**src/rtl/poe_seq_pkg.sv**
```systemverilog
package poe_seq_pkg;

   typedef enum logic [2:0] {
      ST_IDLE    = 3'd0,
      ST_SIG_LO1 = 3'd1,
      ST_SIG_HI  = 3'd2,
      ST_SIG_LO2 = 3'd3,
      ST_CLASS   = 3'd4,
      ST_RAMP    = 3'd5,
      ST_ON      = 3'd6,
      ST_FAULT   = 3'd7
   } port_st_e;

   typedef enum logic [1:0] {
      MD_FULL     = 2'd0,
      MD_C1       = 2'd1,
      MD_C12      = 2'd2,
      MD_FULL_ALT = 2'd3
   } cls_mode_e;

   typedef enum logic [2:0] {
      VS_OFF    = 3'd0,
      VS_SIG_LO = 3'd1,
      VS_SIG_HI = 3'd2,
      VS_CLASS  = 3'd3,
      VS_RUN    = 3'd4
   } vset_e;

   typedef struct packed {
      logic      auto_retry;
      cls_mode_e cmode;
   } strap_cfg_t;

endpackage

```
**src/rtl/poe_strap_latch.sv**
```systemverilog
module poe_strap_latch
   import poe_seq_pkg::*;
(
   input  logic       clk,
   input  logic       rst_n,
   input  logic [2:0] strap_i,
   output strap_cfg_t cfg_o,
   output logic       valid_o
);

   strap_cfg_t cfg_q;
   logic       valid_q;

   always_ff @(posedge clk or negedge rst_n) begin
      if (!rst_n) begin
         cfg_q   <= '0;
         valid_q <= 1'b0;
      end else if (!valid_q) begin
         cfg_q.auto_retry <= strap_i[2];
         cfg_q.cmode      <= cls_mode_e'(strap_i[1:0]);
         valid_q          <= 1'b1;
      end
   end

   assign cfg_o   = cfg_q;
   assign valid_o = valid_q;

   // captured configuration never moves once taken
   assert_cfg_frozen_R1: assert property (@(posedge clk) disable iff (!rst_n)
      (valid_q && $past(valid_q)) |-> $stable(cfg_q));

endmodule

```
**src/rtl/poe_ms_timer.sv**
```systemverilog
module poe_ms_timer #(
   parameter int CYC_PER_MS = 100000,
   parameter int STEP_MS    = 20,
   parameter int RETRY_MS   = 1000,
   parameter bit PRESCALE   = 1'b1
) (
   input  logic clk,
   input  logic rst_n,
   input  logic restart_i,
   input  logic use_retry_i,
   output logic done_o
);

   localparam int STEP_CYC  = CYC_PER_MS * STEP_MS;
   localparam int RETRY_CYC = CYC_PER_MS * RETRY_MS;
   localparam int MAX_CYC   = (STEP_CYC > RETRY_CYC) ? STEP_CYC : RETRY_CYC;
   localparam int MAX_MS    = (STEP_MS > RETRY_MS) ? STEP_MS : RETRY_MS;

   if (CYC_PER_MS < 1 || STEP_MS < 1 || RETRY_MS < 1) begin : g_bad_cfg
      $error("poe_ms_timer: delays and clock ratio must be at least 1");
   end

   if (PRESCALE) begin : g_prescaled
      localparam int PRE_W = (CYC_PER_MS > 1) ? $clog2(CYC_PER_MS) : 1;
      localparam int MS_W  = $clog2(MAX_MS + 1);
      localparam logic [PRE_W-1:0] PRE_LAST  = PRE_W'(CYC_PER_MS - 1);
      localparam logic [MS_W-1:0]  STEP_LAST = MS_W'(STEP_MS - 1);
      localparam logic [MS_W-1:0]  RET_LAST  = MS_W'(RETRY_MS - 1);

      logic [PRE_W-1:0] pre_q;
      logic [MS_W-1:0]  ms_q;
      logic             pre_wrap;
      logic [MS_W-1:0]  ms_last;

      assign pre_wrap = (pre_q == PRE_LAST);
      assign ms_last  = use_retry_i ? RET_LAST : STEP_LAST;
      assign done_o   = pre_wrap && (ms_q == ms_last);

      always_ff @(posedge clk or negedge rst_n) begin
         if (!rst_n) begin
            pre_q <= '0;
            ms_q  <= '0;
         end else if (restart_i) begin
            pre_q <= '0;
            ms_q  <= '0;
         end else if (!done_o) begin
            if (pre_wrap) begin
               pre_q <= '0;
               ms_q  <= ms_q + 1'b1;
            end else begin
               pre_q <= pre_q + 1'b1;
            end
         end
      end
   end else begin : g_flat
      localparam int CNT_W = $clog2(MAX_CYC + 1);
      localparam logic [CNT_W-1:0] STEP_LAST = CNT_W'(STEP_CYC - 1);
      localparam logic [CNT_W-1:0] RET_LAST  = CNT_W'(RETRY_CYC - 1);

      logic [CNT_W-1:0] cnt_q;
      logic [CNT_W-1:0] last;

      assign last   = use_retry_i ? RET_LAST : STEP_LAST;
      assign done_o = (cnt_q == last);

      always_ff @(posedge clk or negedge rst_n) begin
         if (!rst_n)          cnt_q <= '0;
         else if (restart_i)  cnt_q <= '0;
         else if (!done_o)    cnt_q <= cnt_q + 1'b1;
      end
   end

   // an expired interval stays expired until the owning state changes
   assert_done_hold_R3: assert property (@(posedge clk) disable iff (!rst_n)
      (done_o && !restart_i) |=> done_o);

endmodule

```
**src/rtl/poe_class_judge.sv**
```systemverilog
module poe_class_judge
   import poe_seq_pkg::*;
#(
   parameter int CUR_W    = 10,
   parameter int C1_LO_MA = 8,
   parameter int C1_HI_MA = 13,
   parameter int C2_HI_MA = 21,
   parameter int CUT_FULL = 400,
   parameter int CUT_C1   = 98,
   parameter int CUT_C12  = 180
) (
   input  cls_mode_e        cmode_i,
   input  logic [CUR_W-1:0] cur_ma_i,
   output logic             win_ok_o,
   output logic             overload_o
);

   localparam logic [CUR_W-1:0] LO    = CUR_W'(C1_LO_MA);
   localparam logic [CUR_W-1:0] HI1   = CUR_W'(C1_HI_MA);
   localparam logic [CUR_W-1:0] HI2   = CUR_W'(C2_HI_MA);
   localparam logic [CUR_W-1:0] K_FUL = CUR_W'(CUT_FULL);
   localparam logic [CUR_W-1:0] K_C1  = CUR_W'(CUT_C1);
   localparam logic [CUR_W-1:0] K_C12 = CUR_W'(CUT_C12);

   if ((2 ** CUR_W) <= CUT_FULL || (2 ** CUR_W) <= CUT_C12) begin : g_bad_width
      $error("poe_class_judge: CUR_W too narrow for cut thresholds");
   end
   if (C1_LO_MA > C1_HI_MA || C1_HI_MA > C2_HI_MA) begin : g_bad_window
      $error("poe_class_judge: class windows out of order");
   end

   logic [CUR_W-1:0] cut;

   always_comb begin
      unique case (cmode_i)
         MD_C1:   win_ok_o = (cur_ma_i >= LO) && (cur_ma_i <= HI1);
         MD_C12:  win_ok_o = (cur_ma_i >= LO) && (cur_ma_i <= HI2);
         default: win_ok_o = 1'b1;
      endcase
   end

   always_comb begin
      unique case (cmode_i)
         MD_C1:   cut = K_C1;
         MD_C12:  cut = K_C12;
         default: cut = K_FUL;
      endcase
   end

   assign overload_o = (cur_ma_i > cut);

   // a current below the common lower bound is rejected in restricted modes
   assert_low_reject_R6: assert final (
      !((cmode_i == MD_C1 || cmode_i == MD_C12) && cur_ma_i < LO) || !win_ok_o);

endmodule

```
**src/rtl/poe_port_seq.sv**
```systemverilog
module poe_port_seq
   import poe_seq_pkg::*;
#(
   parameter int CUR_W       = 10,
   parameter int CYC_PER_MS  = 100000,
   parameter int STEP_MS     = 20,
   parameter int RETRY_MS    = 1000,
   parameter bit PRESCALE    = 1'b1,
   parameter int CLS_ILIM_MA = 100,
   parameter int ILIM_MA     = 450
) (
   input  logic             clk,
   input  logic             rst_n,
   input  logic             port_en_i,
   input  logic [2:0]       strap_i,
   input  logic             null_ok_i,
   input  logic [CUR_W-1:0] cur_ma_i,
   output logic             pass_en_o,
   output logic             sw_clk_en_o,
   output logic [2:0]       vset_o,
   output logic [CUR_W-1:0] ilim_ma_o,
   output logic [2:0]       state_o,
   output logic             err_o
);

   localparam logic [CUR_W-1:0] CLS_LIM = CUR_W'(CLS_ILIM_MA);
   localparam logic [CUR_W-1:0] RUN_LIM = CUR_W'(ILIM_MA);

   if ((2 ** CUR_W) <= ILIM_MA || CLS_ILIM_MA > ILIM_MA) begin : g_bad_lim
      $error("poe_port_seq: current limit settings do not fit CUR_W");
   end

   strap_cfg_t cfg;
   logic       cfg_vld;
   logic       tmr_done;
   logic       restart;
   logic       win_ok;
   logic       overload;
   port_st_e   st_q, st_nxt;

   poe_strap_latch u_strap (
      .clk     (clk),
      .rst_n   (rst_n),
      .strap_i (strap_i),
      .cfg_o   (cfg),
      .valid_o (cfg_vld)
   );

   poe_ms_timer #(
      .CYC_PER_MS (CYC_PER_MS),
      .STEP_MS    (STEP_MS),
      .RETRY_MS   (RETRY_MS),
      .PRESCALE   (PRESCALE)
   ) u_timer (
      .clk         (clk),
      .rst_n       (rst_n),
      .restart_i   (restart),
      .use_retry_i (st_q == ST_FAULT),
      .done_o      (tmr_done)
   );

   poe_class_judge #(
      .CUR_W (CUR_W)
   ) u_judge (
      .cmode_i    (cfg.cmode),
      .cur_ma_i   (cur_ma_i),
      .win_ok_o   (win_ok),
      .overload_o (overload)
   );

   always_comb begin
      st_nxt = st_q;
      unique case (st_q)
         ST_IDLE:    if (cfg_vld && port_en_i) st_nxt = ST_SIG_LO1;
         ST_SIG_LO1: if (tmr_done) st_nxt = null_ok_i ? ST_SIG_HI  : ST_FAULT;
         ST_SIG_HI:  if (tmr_done) st_nxt = null_ok_i ? ST_SIG_LO2 : ST_FAULT;
         ST_SIG_LO2: if (tmr_done) st_nxt = null_ok_i ? ST_CLASS   : ST_FAULT;
         ST_CLASS:   if (tmr_done) st_nxt = win_ok ? ST_RAMP : ST_FAULT;
         ST_RAMP:    if (tmr_done) st_nxt = ST_ON;
         ST_ON: begin
            if (overload)        st_nxt = ST_FAULT;
            else if (!port_en_i) st_nxt = ST_IDLE;
         end
         ST_FAULT:   if (cfg.auto_retry && tmr_done) st_nxt = ST_IDLE;
         default:    st_nxt = ST_IDLE;
      endcase
   end

   assign restart = (st_nxt != st_q);

   always_ff @(posedge clk or negedge rst_n) begin
      if (!rst_n) st_q <= ST_IDLE;
      else        st_q <= st_nxt;
   end

   logic powered;
   assign powered = (st_q == ST_CLASS) || (st_q == ST_RAMP) || (st_q == ST_ON);

   always_comb begin
      unique case (st_q)
         ST_SIG_LO1, ST_SIG_LO2: vset_o = VS_SIG_LO;
         ST_SIG_HI:              vset_o = VS_SIG_HI;
         ST_CLASS:               vset_o = VS_CLASS;
         ST_RAMP, ST_ON:         vset_o = VS_RUN;
         default:                vset_o = VS_OFF;
      endcase
   end

   always_comb begin
      unique case (st_q)
         ST_CLASS:       ilim_ma_o = CLS_LIM;
         ST_RAMP, ST_ON: ilim_ma_o = RUN_LIM;
         default:        ilim_ma_o = '0;
      endcase
   end

   assign pass_en_o   = powered;
   assign sw_clk_en_o = powered;
   assign state_o     = st_q;
   assign err_o       = (st_q == ST_FAULT);

   // the high step is entered only from the first low step
   assert_hi_after_lo_R3: assert property (@(posedge clk) disable iff (!rst_n)
      (st_q == ST_SIG_HI && $past(st_q) != ST_SIG_HI) |-> $past(st_q) == ST_SIG_LO1);

   // classification is entered only after the falling low step
   assert_class_after_sig_R4: assert property (@(posedge clk) disable iff (!rst_n)
      (st_q == ST_CLASS && $past(st_q) != ST_CLASS) |-> $past(st_q) == ST_SIG_LO2);

   // a rejected class current at the sample point leads to fault
   assert_cls_reject_R6: assert property (@(posedge clk) disable iff (!rst_n)
      (st_q == ST_CLASS && tmr_done && !win_ok) |=> (st_q == ST_FAULT));

   // overload while powered removes power on the next cycle
   assert_overload_off_R8: assert property (@(posedge clk) disable iff (!rst_n)
      (st_q == ST_ON && overload) |=> (st_q == ST_FAULT && !pass_en_o));

   // without retry a fault is held
   assert_latch_off_R9: assert property (@(posedge clk) disable iff (!rst_n)
      (st_q == ST_FAULT && !cfg.auto_retry) |=> (st_q == ST_FAULT));

endmodule

```
**config.mk**
```make
export PLATFORM = sky130hd
export DESIGN_NAME = poe_port_seq
export DESIGN_NICKNAME = d
export VERILOG_FILES = /design/src/rtl/poe_seq_pkg.sv /design/src/rtl/poe_strap_latch.sv /design/src/rtl/poe_ms_timer.sv /design/src/rtl/poe_class_judge.sv /design/src/rtl/poe_port_seq.sv
export SDC_FILE = /design/constraint.sdc
export NUM_CORES = 1
export LEC_CHECK = 0
export CORE_UTILIZATION = 45
export CTS_CLUSTER_DIAMETER = 150
export DETAILED_ROUTE_END_ITERATION = 12
export HOLD_SLACK_MARGIN = 0.05
export PLACE_DENSITY = 0.79
export SYNTH_ARGS = -nofsm -noshare
export SYNTH_HDL_FRONTEND = slang
export SYNTH_SLANG_ARGS = --single-unit
```
**constraint.sdc**
```tcl
create_clock -name clk -period 6 [get_ports clk]
set_input_delay 1.8 -clock clk [delete_from_list [all_inputs] [get_ports clk]]
set_output_delay 1.8 -clock clk [all_outputs]
set_load 0.01 [all_outputs]
```
==> results of run 1 <==
report_power, final:
group          total, W  internal (W)  switching (W)
Sequential     0.000317      0.000270      0.0000465
Clock          0.000177     0.0000926      0.0000844
Combinational  0.000149     0.0000767      0.0000724
cells by family (layout without fill, tap and decap cells):
kind of cell               count (synthesis)  count (layout)
buffers and inverters                     27              51
AOI/OAI and AO/OA                         45              45
and+or+nand+nor                          102             102
adders and majority gates                 10              10
xor gates and xnor gates                  24              24
DFF                                       34              34
other                                      2               5
muxes                                      5               5
synthesized netlist by cell type (3+ instances only):
| library cell | count |
|---|---|
| nor2_1 | 29 |
| ha_1 | 10 |
| inv_1 | 11 |
| clkbuf_1 | 3 |
| nand2_1 | 12 |
| mux2_2 | 4 |
| nand3_1 | 12 |
| or3_1 | 3 |
| xnor2_1 | 9 |
| and3_1 | 5 |
| o211ai_1 | 4 |
| dfrtp_1 | 34 |
| a31oi_1 | 4 |
| a21oi_1 | 12 |
| xor2_1 | 15 |
| nand4_1 | 5 |
| nand2b_1 | 4 |
| nor3b_1 | 3 |
| nand3b_1 | 3 |
| buf_4 | 9 |
| nor3_1 | 11 |
| o21ai_0 | 7 |
worst min path at each step:
| stage | depth (start not counted) | startpoint | slack (ns) | end |
|---|---|---|---|---|
| floorplan | 1 | u_strap.cfg_o[2]$_DFFE_PN0N_ | 0.50 | u_strap.cfg_o[2]$_DFFE_PN0N_ |
| detailed placement | 1 | u_strap.cfg_o[1]$_DFFE_PN0N_ | 0.54 | u_strap.cfg_o[1]$_DFFE_PN0N_ |
| global route | 1 | u_strap.cfg_o[1]$_DFFE_PN0N_ | 0.57 | u_strap.cfg_o[1]$_DFFE_PN0N_ |
| global placement | 1 | u_strap.cfg_o[1]$_DFFE_PN0N_ | 0.53 | u_strap.cfg_o[1]$_DFFE_PN0N_ |
| finish | 1 | u_strap.cfg_o[1]$_DFFE_PN0N_ | 0.54 | u_strap.cfg_o[1]$_DFFE_PN0N_ |
| CTS | 1 | u_strap.cfg_o[1]$_DFFE_PN0N_ | 0.55 | u_strap.cfg_o[1]$_DFFE_PN0N_ |
through the flow:
stage	power [W]	area (sq um)	hold WS, ns	instances
after global placement	0.000459	2580	0.528	335
after global routing	0.000685	2670	0.572	343
final	0.000643	2670	0.544	343
after detailed placement	0.000469	2580	0.536	335
after CTS	0.000649	2670	0.552	343
after floorplan	0.000422	2290	0.504	252
sequential cells by signal, summed over array words and instances, names as in the netlist:
name / count
u_timer.g_prescaled.pre_q: 17
u_strap.cfg_o: 3
state_o: 3
u_strap.valid_o: 1
u_timer.g_prescaled.ms_q: 10
final cells by class:
type                            count  area, sq um
Fill cell                         450         2120
Multi-Input combinational cell    191         1280
Sequential cell                    34          851
Timing Repair Buffer               32          318
Clock buffer                        7         86.3
Tap cell                           67         83.8
Inverter                           11         41.3
Clock inverter                      1         5.00
per-layer routing:
layer	global-route usage, %	vias to the layer above	wire, microns
li1	-	917	-
met1	24.4	879	2210
met2	33.2	35	2160
met3	4.14	6	143
met4	6.54	0	53
met5	0	-	0
critical path, stage by stage:
cell and delay, ns:
clkdlybuf4s50_1 0.45, ha_1 0.31, nand3b_1 0.10, or4_1 0.54
nor3b_1 0.32, o21ai_1 0.17, o211ai_4 0.62, nor3_1 0.13
==> results.py, run 1 <==
metrics = {
    "pwr": {
        "ir_worst_vdd_mv": 0.177,
        "p_leak_nw": 1.08,
        "powerDensity_nw_per_um2": 241,
    },
    "clocking": {
        "cts_setup_buffers": 0,
        "cts_max_path_buffers": 2,
        "cts_hold_buf": 0,
        "tritoncts.num_buffers": 5,
        "clockRootBuffer": "clkbuf_8",
        "cts_tree": "done",
        "cts_resized": 0,
        "clk_latency_ns": 0.29,
        "cts.sinks": 34,
        "htree_levels": 2,
        "clkTransAtPathRegs_ns": 0.07,
    },
    "critical_path": {
        "r2r-start": "u_strap.cfg_o[0]$_DFFE_PN0N_",
        "critPathLaunchType": "primary input",
        "r2r_cells": 10,
        "arrival_ns": 4.45,
        "critPathRequiredTime_ns": 6.13,
        "crit_fanout": 27,
        "crit_path_end_kind": "register",
        "worstReg2RegEnd": "u_timer.g_prescaled.pre_q[5]$_DFFE_PN0P_",
        "path_class": "primary input to register",
        "endpoint": "u_timer.g_prescaled.pre_q[5]$_DFFE_PN0P_",
        "critPathLaunch": "cur_ma_i[6]",
        "rrSetupSlack_ns": 2.81,
    },
    "route": {
        "drt_iter0_drc": 96,
        "vias_per_cell": 5.36,
        "drcViolationCount": 0,
        "first_pass_iters": 4,
        "routedWlPerCell_microns": 13.3,
        "antenna_left": 0,
        "vias": 1837,
        "routed_wl_microns": 4570,
    },
    "cells_and_area": {
        "drive_gt1_share_pct": 6.16,
        "final_cell_mix": "dfrtp_1, clkdlybuf4s50_1, nor2_1",
        "utilization_pct": 55.8,
        "diodes": 0,
        "synthToLayoutAreaGrowth_pct": 17.3,
        "layout_commonest_cell": "dfrtp_1",
        "nets": 302,
    },
    "synthesis": {
        "synth.distinct_cells": 51,
        "async_reset_ff_share_pct": 100,
        "synthXorXnorAreaFrac_pct": 9.24,
        "synth_top_family_by_area": "simple AND/OR/NAND/NOR gates",
        "synth_ff_type": "dfrtp_1",
        "synth_area_sq_um": 2280,
        "synth-compound-area-share_pct": 13.7,
        "synth_edf_count": 0,
        "synthMuxAreaShare_pct": 2.42,
        "yosysTopAreaCell": "dfrtp_1",
        "synth_area_leaders": "dfrtp_1, xor2_1, ha_1",
        "ys_seq_elements": 34,
        "ys_warn_count": 0,
        "synthSimpleGateAreaFrac_pct": 24.7,
        "avgSynthCellArea_sq_um": 9.14,
        "synth_cells": 249,
        "synth_top_cell_area_share_pct": 37.4,
        "yosysSeqAreaShare_pct": 37.4,
        "synth_fa_ha_area_share_pct": 5.50,
    },
    "sta": {
        "setup_ws_ns": 1.69,
        "tns_ns": 0,
        "fin_skew_ns": 0.0109,
        "period_share_pct": 71.9,
        "fmax_mhz": 232,
        "min_period_ns": 4.31,
        "hold_viol": 0,
        "maxSlewViolCount": 0,
        "slew_headroom_pct": 43.5,
        "setup_viol": 0,
        "rsz0062_at_grt": "no",
        "worst_pin_slew_ns": 0.844,
    },
    "floorplan": {
        "design.core.area_sq_um": 4790,
        "dieArea_sq_um": 5350,
        "rows": 25,
        "die_w_microns": 73.1,
        "dieHeight_microns": 73.1,
        "start_util_pct": 47.6,
        "io_pins": 36,
    },
    "grt": {
        "grt_max_degree": 35,
        "grt_pass1_wl_microns": 7960,
        "antenna_found_initial": 0,
        "grt-ovfl-total": 0,
        "grt_pass1_vias": 1759,
        "globalRouteTotalUtil_pct": 19.5,
    },
    "job": {
        "max-cap-violations": 0,
    },
    "status": {
        "status": "completed",
    },
    "placed_design": {
        "finalWeightedCongestion": 0.789,
        "place_hpwl_microns": 3230,
        "numPortBuffers": 31,
        "dpl_worst_slack_ns": 1.36,
    },
    "hold_path": {
        "hp-class": "register to register",
    },
}
(Power assumes the default switching activity.)
==> run 2: changes to the inputs <==
- clock period: 6 -> 4.2 ns (I/O delays scaled with it)
==> run 2 against run 1 <==
  * Cell count increased by 0.29%
  * Via count increased by 0.44%
  * Wire length increased by 0.31%
  * Register-to-register slack got worse by 1.7 ns
  * Sequential power increased by 43%
  * Global-route usage increased by 0.25 points
  * Setup slack got worse by 1.2 ns
  * Non-clock buffer count increased by 2
  * Die area unchanged
  * Critical endpoint is now u_timer.g_prescaled.pre_q[10]$_DFFE_PN0P_
==> results.py, run 2 (synthesized netlist as in run 1, its figures left out) <==
metrics = {
    "status": {
        "status": "completed",
    },
    "cells_and_area": {
        "largest-register": "u_timer.g_prescaled.pre_q",
        "final_cell_mix": "dfrtp_1, clkdlybuf4s50_1, nor2_1",
        "utilization_pct": 56.8,
        "layout_commonest_cell": "dfrtp_1",
        "diodes": 0,
        "fillers": 419,
        "synthToLayoutAreaGrowth_pct": 19.4,
        "drive_gt1_share_pct": 6.86,
        "nets": 304,
        "seq_area_sq_um": 851,
        "final_cells": 344,
        "reg_top3": "u_timer.g_prescaled.pre_q x17, u_timer.g_prescaled.ms_q x10",
        "largest_reg_flops": 17,
        "multiInputGateArea_sq_um": 1280,
    },
    "clocking": {
        "cts.sinks": 34,
        "cts_setup_buffers": 0,
        "htree_levels": 2,
        "clk_latency_ns": 0.28,
        "cts_resized": 0,
        "cts_max_path_buffers": 2,
        "clockRootBuffer": "clkbuf_8",
        "clkTransAtPathRegs_ns": 0.06,
        "cts_tree": "done",
        "tritoncts.num_buffers": 5,
        "cts_hold_buf": 0,
    },
    "critical_path": {
        "crit_fanout": 11,
        "path_class": "primary input to register",
        "path_cells": "clkdlybuf4s50_1, ha_1, nand3b_1, or4_1, nor3b_1, o21ai_1, o211ai_4, buf_4, nor3_1",
        "critPathRequiredTime_ns": 4.36,
        "critPathLaunchType": "primary input",
        "max_stage_delay_ns": 0.54,
        "crit_family": "simple AND/OR/NAND/NOR gates",
        "crit_path_top_delay_cell": "or4_1",
        "arrival_ns": 3.86,
        "r2r-start": "u_strap.cfg_o[0]$_DFFE_PN0N_",
        "path_buf_inv": 2,
        "crit_path_end_kind": "register",
        "critPathLaunch": "cur_ma_i[8]",
    },
    "sta": {
        "period_share_pct": 88.2,
        "setup_viol": 0,
        "hold_viol": 0,
        "slew_headroom_pct": 43.6,
        "hold_ws_ns": 0.545,
        "fin_skew_ns": 0.00682,
        "tns_ns": 0,
        "maxSlewViolCount": 0,
        "worst_pin_slew_ns": 0.842,
        "min_period_ns": 3.70,
        "rsz0062_at_grt": "no",
        "fmax_mhz": 270,
        "setup_ws_ns": 0.495,
    },
    "placed_design": {
        "dpl_worst_slack_ns": 0.242,
        "place_hpwl_microns": 3360,
        "finalWeightedCongestion": 0.810,
        "place_inst": 337,
        "numPortBuffers": 31,
    },
    "route": {
        "first_pass_iters": 4,
        "routed_wl_microns": 4580,
        "routedWlPerCell_microns": 13.3,
        "vias": 1845,
        "drt_iter0_drc": 119,
        "vias_per_cell": 5.36,
        "drcViolationCount": 0,
        "antenna_left": 0,
    },
    "job": {
        "max-cap-violations": 0,
    },
    "floorplan": {
        "start_util_pct": 47.6,
        "rows": 25,
        "die_w_microns": 73.1,
        "dieHeight_microns": 73.1,
        "io_pins": 36,
        "design.core.area_sq_um": 4790,
        "dieArea_sq_um": 5350,
    },
    "pwr": {
        "p_leak_nw": 1.11,
        "powerDensity_nw_per_um2": 356,
        "ir_worst_vdd_mv": 0.258,
    },
    "grt": {
        "antenna_found_initial": 0,
        "grt_pass1_vias": 1810,
        "globalRouteTotalUtil_pct": 19.7,
        "grt_pass1_wl_microns": 8110,
        "grt-ovfl-total": 0,
        "grt_max_degree": 35,
    },
    "hold_path": {
        "hp-start": "u_strap.cfg_o[1]$_DFFE_PN0N_",
        "hp-class": "register to register",
    },
}
-- run 2: cell count changes in the layout (fill, tap and decap cells not counted), sizes merged --
cell and change:
clkinv -1, bufinv +1, clkbuf -1, buf +2
-- run 2: worst reg2reg max path, cell delays in order (launching register included) --
cell	delay, ns
dfrtp_1	0.39
inv_1	0.06
ha_1	0.34
inv_1	0.06
ha_1	0.30
nand3b_1	0.12
or4_1	0.54
nor3b_1	0.33
o21ai_1	0.19
o211ai_4	0.42
buf_4	0.22
nor3_1	0.05
-- run 2: per-layer routing --
| metal | track usage [%] | vias up | share of wire (%) |
|---|---|---|---|
| met2 | 33.1 | 42 | 49 |
| met4 | 7.84 | 0 | 1.5 |
| met5 | 0 | - | 0 |
| met3 | 4.42 | 5 | 4.5 |
| met1 | 24.6 | 875 | 46 |
| li1 | - | 923 | - |
-- run 2: area by class of cell --
| type | instances | area share, % |
|---|---|---|
| Multi-Input combinational cell | 191 | 47.2 |
| Clock inverter | 1 | 1.10 |
| Timing Repair Buffer | 34 | 12.7 |
| Sequential cell | 34 | 31.3 |
| Inverter | 11 | 1.52 |
| Tap cell | 67 | 3.08 |
| Clock buffer | 6 | 3.04 |
-- run 2: through the flow --
step	power [W]	area, sq um
global placement	0.000657	2610
detailed placement	0.000671	2610
global route	0.00103	2720
CTS	0.000979	2720
floorplan	0.000603	2290
finish	0.000967	2720
-- run 2: final timing paths --
path	to	slack (ns)	cells after the start
worst max-delay path	u_timer.g_prescaled.pre_q[10]$_DFFE_PN0P_	0.50	9
worst min-delay path	u_strap.cfg_o[1]$_DFFE_PN0N_	0.54	1
worst max register to register	u_timer.g_prescaled.pre_q[10]$_DFFE_PN0P_	1.07	11
worst min register to register	u_strap.cfg_o[1]$_DFFE_PN0N_	0.54	1
max in group asynchronous	u_timer.g_prescaled.ms_q[4]$_DFFE_PN0P_	2.51	2
min in group asynchronous	u_timer.g_prescaled.pre_q[12]$_DFFE_PN0P_	1.37	2
-- run 2: power breakdown --
part           internal, W  leakage, nW  total (W)  switching (W)
registers         0.000386        0.401   0.000454      0.0000672
logic             0.000109        0.647   0.000212       0.000103
clock network     0.000190       0.0573   0.000302       0.000112
==> run 3: changes to the inputs <==
- CORE_UTILIZATION: 45 -> 30
- PLACE_DENSITY: 0.79 -> 0.6
==> run 3 against run 2 <==
  * Setup slack gained 0.19 ns
  * Total power grew 6.0%
  * Combinational power about the same
  * Non-clock buffer count is 1 lower
  * Largest cell class unchanged
  * Register-to-register slack improved by 0.18 ns
  * Sequential cell count did not move
  * Sequential share of layout area fell by 0.65 points
  * Via count about the same
  * Sequential power barely moved
  * Critical path type unchanged
  * Hold slack better by 0.015 ns
==> results.py, run 3 (synthesized netlist as in run 1, its figures left out) <==
metrics = {
    "sta": {
        "slew_headroom_pct": 40.1,
        "period_share_pct": 83.8,
        "hold_viol": 0,
        "setup_ws_ns": 0.682,
        "rsz0062_at_grt": "no",
        "worst_pin_slew_ns": 0.894,
        "fmax_mhz": 284,
        "hold_ws_ns": 0.559,
        "tns_ns": 0,
        "maxSlewViolCount": 0,
        "setup_viol": 0,
        "fin_skew_ns": 0.00756,
        "min_period_ns": 3.52,
    },
    "clocking": {
        "clkTransAtPathRegs_ns": 0.07,
        "cts_hold_buf": 0,
        "clk_latency_ns": 0.29,
        "htree_levels": 2,
        "cts_setup_buffers": 0,
        "tritoncts.num_buffers": 5,
        "cts_max_path_buffers": 2,
        "cts.sinks": 34,
        "clockRootBuffer": "clkbuf_8",
        "cts_tree": "done",
        "cts_resized": 0,
    },
    "critical_path": {
        "path_cells": "clkdlybuf4s50_1, ha_1, nand3b_1, or4_1, nor3b_1, or3_1, o21a_1, o211ai_4, buf_12, nor3_1",
        "critPathRequiredTime_ns": 4.40,
        "critPathLaunchType": "primary input",
        "crit_path_end_kind": "register",
        "arrival_ns": 3.72,
        "crit_path_top_delay_cell": "or4_1",
        "max_stage_delay_ns": 0.54,
        "path_class": "primary input to register",
        "crit_fanout": 27,
    },
    "placed_design": {
        "dpl_worst_slack_ns": 0.383,
        "place_inst": 368,
        "placed_area_sq_um": 2640,
        "numPortBuffers": 31,
        "place_hpwl_microns": 3250,
        "finalWeightedCongestion": 0.758,
    },
    "route": {
        "drt_iter0_drc": 63,
        "antenna_left": 0,
        "vias": 1846,
        "drcViolationCount": 0,
        "first_pass_iters": 4,
        "vias_per_cell": 4.91,
        "routedWlPerCell_microns": 12.3,
        "routed_wl_microns": 4630,
    },
    "cells_and_area": {
        "layout_commonest_cell": "dfrtp_1",
        "final_cells": 376,
        "drive_gt1_share_pct": 6.86,
        "reg_top3": "u_timer.g_prescaled.pre_q x17, u_timer.g_prescaled.ms_q x10",
        "final_cell_mix": "dfrtp_1, clkdlybuf4s50_1, nor2_1",
        "diodes": 0,
        "largest_reg_flops": 17,
        "largest-register": "u_timer.g_prescaled.pre_q",
        "fillers": 779,
        "synthToLayoutAreaGrowth_pct": 21.9,
        "nets": 303,
        "postLayoutCellArea_sq_um": 2780,
    },
    "job": {
        "max-cap-violations": 0,
    },
    "pwr": {
        "ir_worst_vdd_mv": 0.259,
        "powerDensity_nw_per_um2": 370,
        "p_leak_nw": 1.11,
    },
    "floorplan": {
        "rows": 31,
        "die_w_microns": 89.1,
        "dieArea_sq_um": 7940,
        "design.core.area_sq_um": 7290,
        "dieHeight_microns": 89.1,
        "io_pins": 36,
        "start_util_pct": 31.2,
    },
    "grt": {
        "grt-ovfl-total": 0,
        "grt_pass1_wl_microns": 7920,
        "globalRouteTotalUtil_pct": 12.9,
        "grt_pass1_vias": 1741,
        "grt_max_degree": 35,
        "antenna_found_initial": 0,
    },
    "hold_path": {
        "hp-class": "register to register",
    },
    "status": {
        "status": "completed",
    },
}
==> run 3: changes by cell type in the layout (fill, tap and decap cells not counted), sizes merged <==
cell    previous run  this run
clkinv             0         1
clkbuf             6         5
buf                3         2
bufinv             1         2
==> run 3: power by group <==
| group | leakage (nW) | switching, W | internal [W] | total [W] |
|---|---|---|---|---|
| registers | 0.401 | 0.0000663 | 0.000386 | 0.000452 |
| logic | 0.642 | 0.000100 | 0.000109 | 0.000209 |
| clock network | 0.0683 | 0.000126 | 0.000238 | 0.000364 |
| total | 1.11 | 0.000293 | 0.000733 | 0.00103 |
==> run 3: area by class of cell <==
class	count	area, sq um	area share, %
clock inverters	3	68.8	2.48
inverters	11	41.3	1.49
flip-flops and latches	34	851	30.7
repair buffers	33	338	12.2
well taps	99	124	4.46
multi-input cells	191	1280	46.3
clock buffers	5	68.8	2.48
==> run 3: routing by layer <==
layer | share of wire, % | GRT usage, %
met1 | 49 | 16.4
met2 | 44 | 21.4
met3 | 5.1 | 3.42
met4 | 1.6 | 3.90
met5 | 0 | 0
==> run 3: path summary, 6_finish.rpt <==
| check | endpoint | cells after the start | slack [ns] | startpoint |
|---|---|---|---|---|
| max | u_timer.g_prescaled.pre_q[7]$_DFFE_PN0P_ | 10 | 0.68 | cur_ma_i[8] |
| max reg2reg | u_timer.g_prescaled.pre_q[7]$_DFFE_PN0P_ | 12 | 1.25 | u_strap.cfg_o[0]$_DFFE_PN0N_ |
| min | u_strap.cfg_o[1]$_DFFE_PN0N_ | 1 | 0.56 | u_strap.cfg_o[1]$_DFFE_PN0N_ |
| max in group asynchronous | u_timer.g_prescaled.pre_q[6]$_DFFE_PN0P_ | 2 | 2.52 | rst_n |
| min in group asynchronous | u_timer.g_prescaled.pre_q[14]$_DFFE_PN0P_ | 2 | 1.36 | rst_n |
| min reg2reg | u_strap.cfg_o[1]$_DFFE_PN0N_ | 1 | 0.56 | u_strap.cfg_o[1]$_DFFE_PN0N_ |
==> run 3: critical path, delay by kind of cell <==
kind | cells | cell delay (ns)
simple gates | 5 | 1.31
fa+ha+maj | 1 | 0.32
compound gates | 2 | 0.24
buf+inv | 2 | 0.59
==> run 3: per-stage QoR <==
stage                     utilization [%]  total power [W]
after floorplan                         -         0.000603
after global placement               36.2         0.000660
after detailed placement             36.2         0.000668
after CTS                            38.1          0.00104
after global routing                 38.1          0.00109
final                                38.1          0.00103
